$ cat src/rtl/mcr_clkdiv_pkg.sv
package mcr_clkdiv_pkg;

    localparam int DIV_W  = 5;
    localparam int MUL_LO = 8;
    localparam int MUL_HI = 12;

    typedef logic [DIV_W-1:0] div_t;
    typedef logic [1:0]       mode_t;

    // packed MSB first: wr_data[3:2] per_sel, [1] core_half, [0] mult_hi
    typedef struct packed {
        logic [1:0] per_sel;
        logic       core_half;
        logic       mult_hi;
    } freq_cfg_t;

    localparam freq_cfg_t CFG_RESET = '0;

    function automatic div_t mult_of(input freq_cfg_t c);
        div_t r;
        r = c.mult_hi ? div_t'(MUL_HI) : div_t'(MUL_LO);
        return r;
    endfunction

    function automatic div_t core_div_of(input freq_cfg_t c);
        div_t r;
        r = c.core_half ? div_t'(2) : div_t'(1);
        return r;
    endfunction

    function automatic div_t per_div_of(input freq_cfg_t c);
        div_t r;
        case (c.per_sel)
            2'd0:    r = div_t'(4);
            2'd1:    r = div_t'(6);
            2'd2:    r = div_t'(8);
            default: r = div_t'(12);
        endcase
        return r;
    endfunction

    function automatic div_t bus_div_of(input mode_t m, input freq_cfg_t c);
        div_t mv;
        div_t r;
        mv = mult_of(c);
        case (m)
            2'd0:    r = mv >> 2;
            2'd2:    r = mv;
            default: r = mv >> 1;
        endcase
        return r;
    endfunction

    function automatic logic cfg_legal(input mode_t m, input freq_cfg_t c);
        div_t bd;
        bd = bus_div_of(m, c);
        return (core_div_of(c) <= bd) && (per_div_of(c) >= (bd << 1));
    endfunction

endpackage

$ cat src/rtl/mcr_div_counter.sv
module mcr_div_counter #(
    parameter int W = 5
) (
    input  logic         clk,
    input  logic         rst,
    input  logic [W-1:0] div_i,
    output logic         en_o,
    output logic         lvl_o,
    output logic         wrap_o
);

    localparam logic [W-1:0] ONE = W'(1);

    typedef struct packed {
        logic [W-1:0] cnt;
    } cnt_st_t;

    cnt_st_t st_d, st_q;

    assign wrap_o = (st_q.cnt == div_i - ONE);
    assign en_o   = (st_q.cnt == '0);
    assign lvl_o  = (div_i == ONE) ? 1'b1 : (st_q.cnt < (div_i >> 1));

    always_comb begin
        st_d = st_q;
        if (rst || wrap_o) begin
            st_d.cnt = '0;
        end else begin
            st_d.cnt = st_q.cnt + ONE;
        end
    end

    always_ff @(posedge clk) begin
        st_q <= st_d;
    end

    // the count never reaches the divisor
    a_r8_cnt_below_div: assert property (@(posedge clk) disable iff (rst)
        st_q.cnt < div_i);

endmodule

$ cat src/rtl/mcr_freq_ctrl.sv
module mcr_freq_ctrl
    import mcr_clkdiv_pkg::*;
(
    input  logic      clk,
    input  logic      rst,
    input  mode_t     mode_pins,
    input  logic      wr_en,
    input  freq_cfg_t wr_cfg,
    input  logic      boundary_i,
    output mode_t     mode_o,
    output freq_cfg_t act_o,
    output logic      err_o,
    output logic      apply_o
);

    typedef struct packed {
        mode_t     mode;
        freq_cfg_t act;
        freq_cfg_t pend;
        logic      pend_vld;
        logic      err;
    } ctrl_st_t;

    ctrl_st_t st_d, st_q;
    logic     wr_ok;

    assign wr_ok   = cfg_legal(st_q.mode, wr_cfg);
    assign apply_o = boundary_i && st_q.pend_vld;
    assign mode_o  = st_q.mode;
    assign act_o   = st_q.act;
    assign err_o   = st_q.err;

    always_comb begin
        st_d = st_q;
        if (rst) begin
            st_d.mode     = mode_pins;
            st_d.act      = CFG_RESET;
            st_d.pend     = CFG_RESET;
            st_d.pend_vld = 1'b0;
            st_d.err      = 1'b0;
        end else begin
            if (apply_o) begin
                st_d.act      = st_q.pend;
                st_d.pend_vld = 1'b0;
            end
            if (wr_en) begin
                if (wr_ok) begin
                    st_d.pend     = wr_cfg;
                    st_d.pend_vld = 1'b1;
                    st_d.err      = 1'b0;
                end else begin
                    st_d.err      = 1'b1;
                end
            end
        end
    end

    always_ff @(posedge clk) begin
        st_q <= st_d;
    end

    // latched mode is frozen once reset has ended
    a_r2_mode_frozen: assert property (@(posedge clk) disable iff (rst)
        !$past(rst) |-> $stable(st_q.mode));

    // a dropped write leaves the pending value alone
    a_r5_reject_keeps_pend: assert property (@(posedge clk) disable iff (rst)
        (wr_en && !wr_ok) |=> $stable(st_q.pend));

    // flag set by a dropped write
    a_r6_reject_sets_err: assert property (@(posedge clk) disable iff (rst)
        (wr_en && !wr_ok) |=> st_q.err);

    // flag cleared by a taken write, which is then pending
    a_r6_accept_clears_err: assert property (@(posedge clk) disable iff (rst)
        (wr_en && wr_ok) |=> (!st_q.err && st_q.pend_vld));

    // flag holds without a write
    a_r6_err_holds: assert property (@(posedge clk) disable iff (rst)
        !wr_en |=> $stable(st_q.err));

    // live settings move only on an apply edge
    a_r7_act_only_on_apply: assert property (@(posedge clk) disable iff (rst)
        !apply_o |=> $stable(st_q.act));

    // a waiting setting always obeys both rules
    a_r4_pend_legal: assert property (@(posedge clk) disable iff (rst)
        st_q.pend_vld |-> cfg_legal(st_q.mode, st_q.pend));

endmodule

$ cat src/rtl/mcr_clock_divider.sv
module mcr_clock_divider (
    input  logic       clk,
    input  logic       rst,
    input  logic [1:0] mode_pins,
    input  logic       wr_en,
    input  logic [3:0] wr_data,
    output logic       core_en,
    output logic       bus_en,
    output logic       per_en,
    output logic       core_clk,
    output logic       bus_clk,
    output logic       per_clk,
    output logic       cfg_err,
    output logic [3:0] act_cfg
);

    import mcr_clkdiv_pkg::*;

    localparam int NDOM = 3;   // 0 core, 1 bus, 2 peripheral

    mode_t          mode_q;
    freq_cfg_t      act_q;
    freq_cfg_t      wr_cfg;
    logic           apply;
    logic           boundary;
    div_t           div_arr [NDOM];
    logic [NDOM-1:0] en_v, lvl_v, wrap_v;

    assign wr_cfg   = freq_cfg_t'(wr_data);
    assign boundary = &wrap_v;

    always_comb begin
        div_arr[0] = core_div_of(act_q);
        div_arr[1] = bus_div_of(mode_q, act_q);
        div_arr[2] = per_div_of(act_q);
    end

    mcr_freq_ctrl u_ctrl (
        .clk        (clk),
        .rst        (rst),
        .mode_pins  (mode_pins),
        .wr_en      (wr_en),
        .wr_cfg     (wr_cfg),
        .boundary_i (boundary),
        .mode_o     (mode_q),
        .act_o      (act_q),
        .err_o      (cfg_err),
        .apply_o    (apply)
    );

    for (genvar g = 0; g < NDOM; g++) begin : g_dom
        mcr_div_counter #(.W(DIV_W)) u_cnt (
            .clk    (clk),
            .rst    (rst),
            .div_i  (div_arr[g]),
            .en_o   (en_v[g]),
            .lvl_o  (lvl_v[g]),
            .wrap_o (wrap_v[g])
        );
    end

    assign core_en  = en_v[0];
    assign bus_en   = en_v[1];
    assign per_en   = en_v[2];
    assign core_clk = lvl_v[0];
    assign bus_clk  = lvl_v[1];
    assign per_clk  = lvl_v[2];
    assign act_cfg  = act_q;

    // after an apply edge every domain restarts together
    a_r7_enables_align: assert property (@(posedge clk) disable iff (rst)
        apply |=> (core_en && bus_en && per_en));

endmodule

$ cat config.mk
export PLATFORM = sky130hd
export DESIGN_NAME = mcr_clock_divider
export DESIGN_NICKNAME = d
export VERILOG_FILES = /design/src/rtl/mcr_clkdiv_pkg.sv /design/src/rtl/mcr_div_counter.sv /design/src/rtl/mcr_freq_ctrl.sv /design/src/rtl/mcr_clock_divider.sv
export SDC_FILE = /design/constraint.sdc
export NUM_CORES = 1
export LEC_CHECK = 0
export CORE_MARGIN = 2
export CORE_UTILIZATION = 37
export CTS_CLUSTER_DIAMETER = 80
export DETAILED_ROUTE_END_ITERATION = 10
export MAX_ROUTING_LAYER = met4
export PLACE_DENSITY = 0.63
export SLEW_MARGIN = 5
export SYNTH_ARGS = -nofsm -noshare
export SYNTH_HDL_FRONTEND = slang
export SYNTH_SLANG_ARGS = --single-unit
$ cat constraint.sdc
create_clock -name clk -period 2.4 [get_ports clk]
set_input_delay 0.24 -clock clk [delete_from_list [all_inputs] [get_ports clk]]
set_output_delay 0.24 -clock clk [all_outputs]
set_load 0.02 [all_outputs]
==> results.json <==
{
  "status": "finished, final reports clean",
  "core-area_um2": 4320,
  "die_area_um2": 5020,
  "critPathKind": "flop to flop",
  "min_period_over_period_pct": 92.5,
  "track_usage_pct": 13.6,
  "finalCriticalPeriod_ps": 2220,
  "r2r_cells": 9,
  "dp.cells": 259,
  "p_int_uw": 706,
  "p_clk_share_pct": 26.4,
  "ys_async_sr_fraction_pct": 0,
  "finalWorstSetupSlack_ps": 180,
  "synth-warning-count": 0,
  "worstSkewPairLatency_ps": 270,
  "cp_slowest_cell": "edfxtp_1",
  "fin_setup_tns_ps": 0,
  "setup_viol": 0,
  "critPathRequiredTime_ps": 2540,
  "diodes": 0,
  "cpLargestDelayFamily": "compound AO/OA/AOI/OAI gates",
  "grt_pass1_wl_mm": 5.49,
  "areaGrowthSynthToFinish_pct": 18.7,
  "row_count": 24,
  "crit_fanout": 6,
  "rsz0062_at_grt": "no",
  "max_stage_delay_ps": 450,
  "finalPower_mw": 1.01,
  "synthFlopType": "dfxtp_1",
  "path_clk_slew_ps": 100,
  "cp.depth": 9,
  "holdWs_ps": 476,
  "gp_congestion": 0.789,
  "synth_edf_count": 2,
  "cts-root-buf": "clkbuf_8",
  "die_h_um": 70.9,
  "crit_arrival_ps": 2360,
  "grt_overflow": 0,
  "worst_pin_slew_ps": 610,
  "clockBufferDepth": 2,
  "critPathLaunchType": "flop",
  "netSwitchingFraction_pct": 29.8,
  "final_cell_count_no_fill": 265,
  "drive_above_1_share_pct": 9.39,
  "first_iter_violations": 39,
  "ios": 20,
  "ant_nets": 0,
  "drt_wl_total_mm": 3.06,
  "timing_hold_violations_final": 0,
  "seqPwrFrac_pct": 50.0,
  "grt_max_degree": 17,
  "syn_area_per_cell_um2": 8.71,
  "syn_inst": 190,
  "drv_slew": 0,
  "synth_fp_nets": 218,
  "p_switching_uw": 300,
  "drv_cap": 0,
  "comb_power_share_pct": 23.5,
  "ctsHoldBuffers": 0,
  "fmax_ghz": 0.450,
  "drcViolationCount": 0,
  "synth_cell_types": 38,
  "dpl.hpwl_mm": 2.37,
  "irDropWorstVdd_uv": 203,
  "max_slew_margin_pct": 59.2,
  "finClkSkew_ps": 3.02,
  "hold_depth": 1,
  "p_per_area_nw_per_um2": 512,
  "clock_sinks": 27,
  "die_w_um": 70.9,
  "antenna_found_initial": 0,
  "p_leak_nw": 0.778,
  "synth_seq_cells": 27,
  "path_cells": "inv_1 -> buf_4 -> o21ai_0 -> ha_1 -> xnor2_1 -> o211ai_2 -> a211o_1 -> o31ai_1 -> a21oi_1",
  "critPathBufInv": 2,
  "wire_per_inst_um": 11.5,
  "io_buffers": 19,
  "cts_buffers": 3,
  "viasPerCell": 4.93,
  "post-place-ws_ps": 132,
  "critPathCaptureType": "flop",
  "nets": 242,
  "grt_pass1_vias": 1227,
  "ys_seq_area_share_pct": 33.9,
  "drt_first_pass_iters": 4,
  "min_path_type": "flop to flop",
  "vias": 1307,
  "cts_tree": "done",
  "htreeDepth": 1,
  "syn-cell-area_um2": 1650,
  "initial_core_util_pct": 38.3
}
[synth_stat cells (2+ instances only)]
master | instances | share of area (%)
and2_1 | 2 | 0.76
o21ai_0 | 8 | 2.4
nor4b_1 | 3 | 1.6
xnor2_1 | 6 | 3.2
inv_1 | 15 | 3.4
nand4_1 | 5 | 1.9
o31ai_1 | 4 | 1.8
a21o_1 | 3 | 1.4
edfxtp_1 | 2 | 3.6
xor2_1 | 8 | 4.2
nand2_1 | 8 | 1.8
clkbuf_1 | 2 | 0.45
nor4_1 | 2 | 0.76
nor2_1 | 20 | 4.5
buf_2 | 2 | 0.61
o21ai_1 | 2 | 0.61
buf_4 | 5 | 2.3
nand3_1 | 10 | 3.0
dfxtp_1 | 25 | 30
nor2b_1 | 2 | 0.76
a21oi_1 | 15 | 4.5
ha_1 | 19 | 14
nand2b_1 | 7 | 2.6
[layout make-up]
type / instances / area (µm²)
flip-flops and latches: 27 / 561
repair buffers: 29 / 259
well taps: 52 / 65.1
clock buffers: 3 / 41.3
multi-input cells: 138 / 975
clock inverters: 1 / 6.26
inverters: 15 / 56.3
fillers: 449 / 2360
[timing repair]
| item | CTS | global route |
|---|---|---|
| setup buffers | 0 | 2 |
| resized for setup | 2 | 4 |
| endpoints found under the setup margin | 2 | 3 |
[flip-flops by register name (all words and copies together), names as in the netlist]
name              cells
u_ctrl.mode_o         2
u_ctrl.err_o          1
g_dom.u_cnt.st_q     15
u_ctrl.st_q           5
u_ctrl.act_o          4
[cell families (layout without fill, tap and decap cells)]
| family | count (synthesis) | in the layout | share of synthesized area, % |
|---|---|---|---|
| XOR/XNOR | 14 | 14 | 7.41 |
| AO/OA/AOI/OAI | 41 | 41 | 15.7 |
| AND/OR/NAND/NOR | 64 | 64 | 21.2 |
| flip-flops | 27 | 27 | 33.9 |
| buffers and inverters | 25 | 48 | 7.41 |
| adder cells (fa/ha/maj) | 19 | 19 | 14.4 |
[power by group through the flow]
stage / Combinational, mW / Sequential, mW / Clock (mW)
3_3_place_gp: 0.238 / 0.513 / 0
6_report: 0.237 / 0.503 / 0.266
5_1_grt: 0.266 / 0.508 / 0.290
3_5_place_dp: 0.238 / 0.513 / 0
2_1_floorplan: 0.161 / 0.506 / 0
4_1_cts: 0.235 / 0.503 / 0.275
[cells in the final DEF, fill, tap and decap left out, types with 2 or more instances in the layout]
cell	n
a21o_1	3
a21oi_1	15
and2_1	2
buf_4	10
clkbuf_8	3
clkdlybuf4s50_1	17
dfxtp_1	25
edfxtp_1	2
ha_1	19
inv_1	15
nand2_1	7
nand2b_1	7
nand3_1	10
nand4_1	5
nor2_1	20
nor2b_1	2
nor4_1	2
nor4b_1	3
o21ai_0	8
o21ai_1	2
o31ai_1	4
xnor2_1	6
xor2_1	8
[layer usage]
layer,global-route usage (%),share of wire [%],vias up
met4,5.24,1.4,0
met1,19.6,55,587
met3,2.42,2.1,4
met5,-,0,-
met2,18.9,42,14
li1,-,-,702
[through the flow]
stage	cell area (µm²)	util, %
2_1_floorplan	1660	-
3_3_place_gp	1900	44.0
3_5_place_dp	1900	44.0
4_1_cts	1950	45.1
5_1_grt	1960	45.4
6_report	1960	45.4
[worst paths after layout]
| check | to | slack (ps) | startpoint |
|---|---|---|---|
| hold / removal | g_dom[0].u_cnt.st_q[0] | 480 | g_dom[0].u_cnt.st_q[0] |
| setup reg to reg | u_ctrl.act_o[0] | 180 | u_ctrl.mode_o[0] |
| setup / recovery | u_ctrl.act_o[0] | 180 | u_ctrl.mode_o[0] |
| hold reg to reg | g_dom[0].u_cnt.st_q[0] | 480 | g_dom[0].u_cnt.st_q[0] |
(Power assumes the default switching activity.)
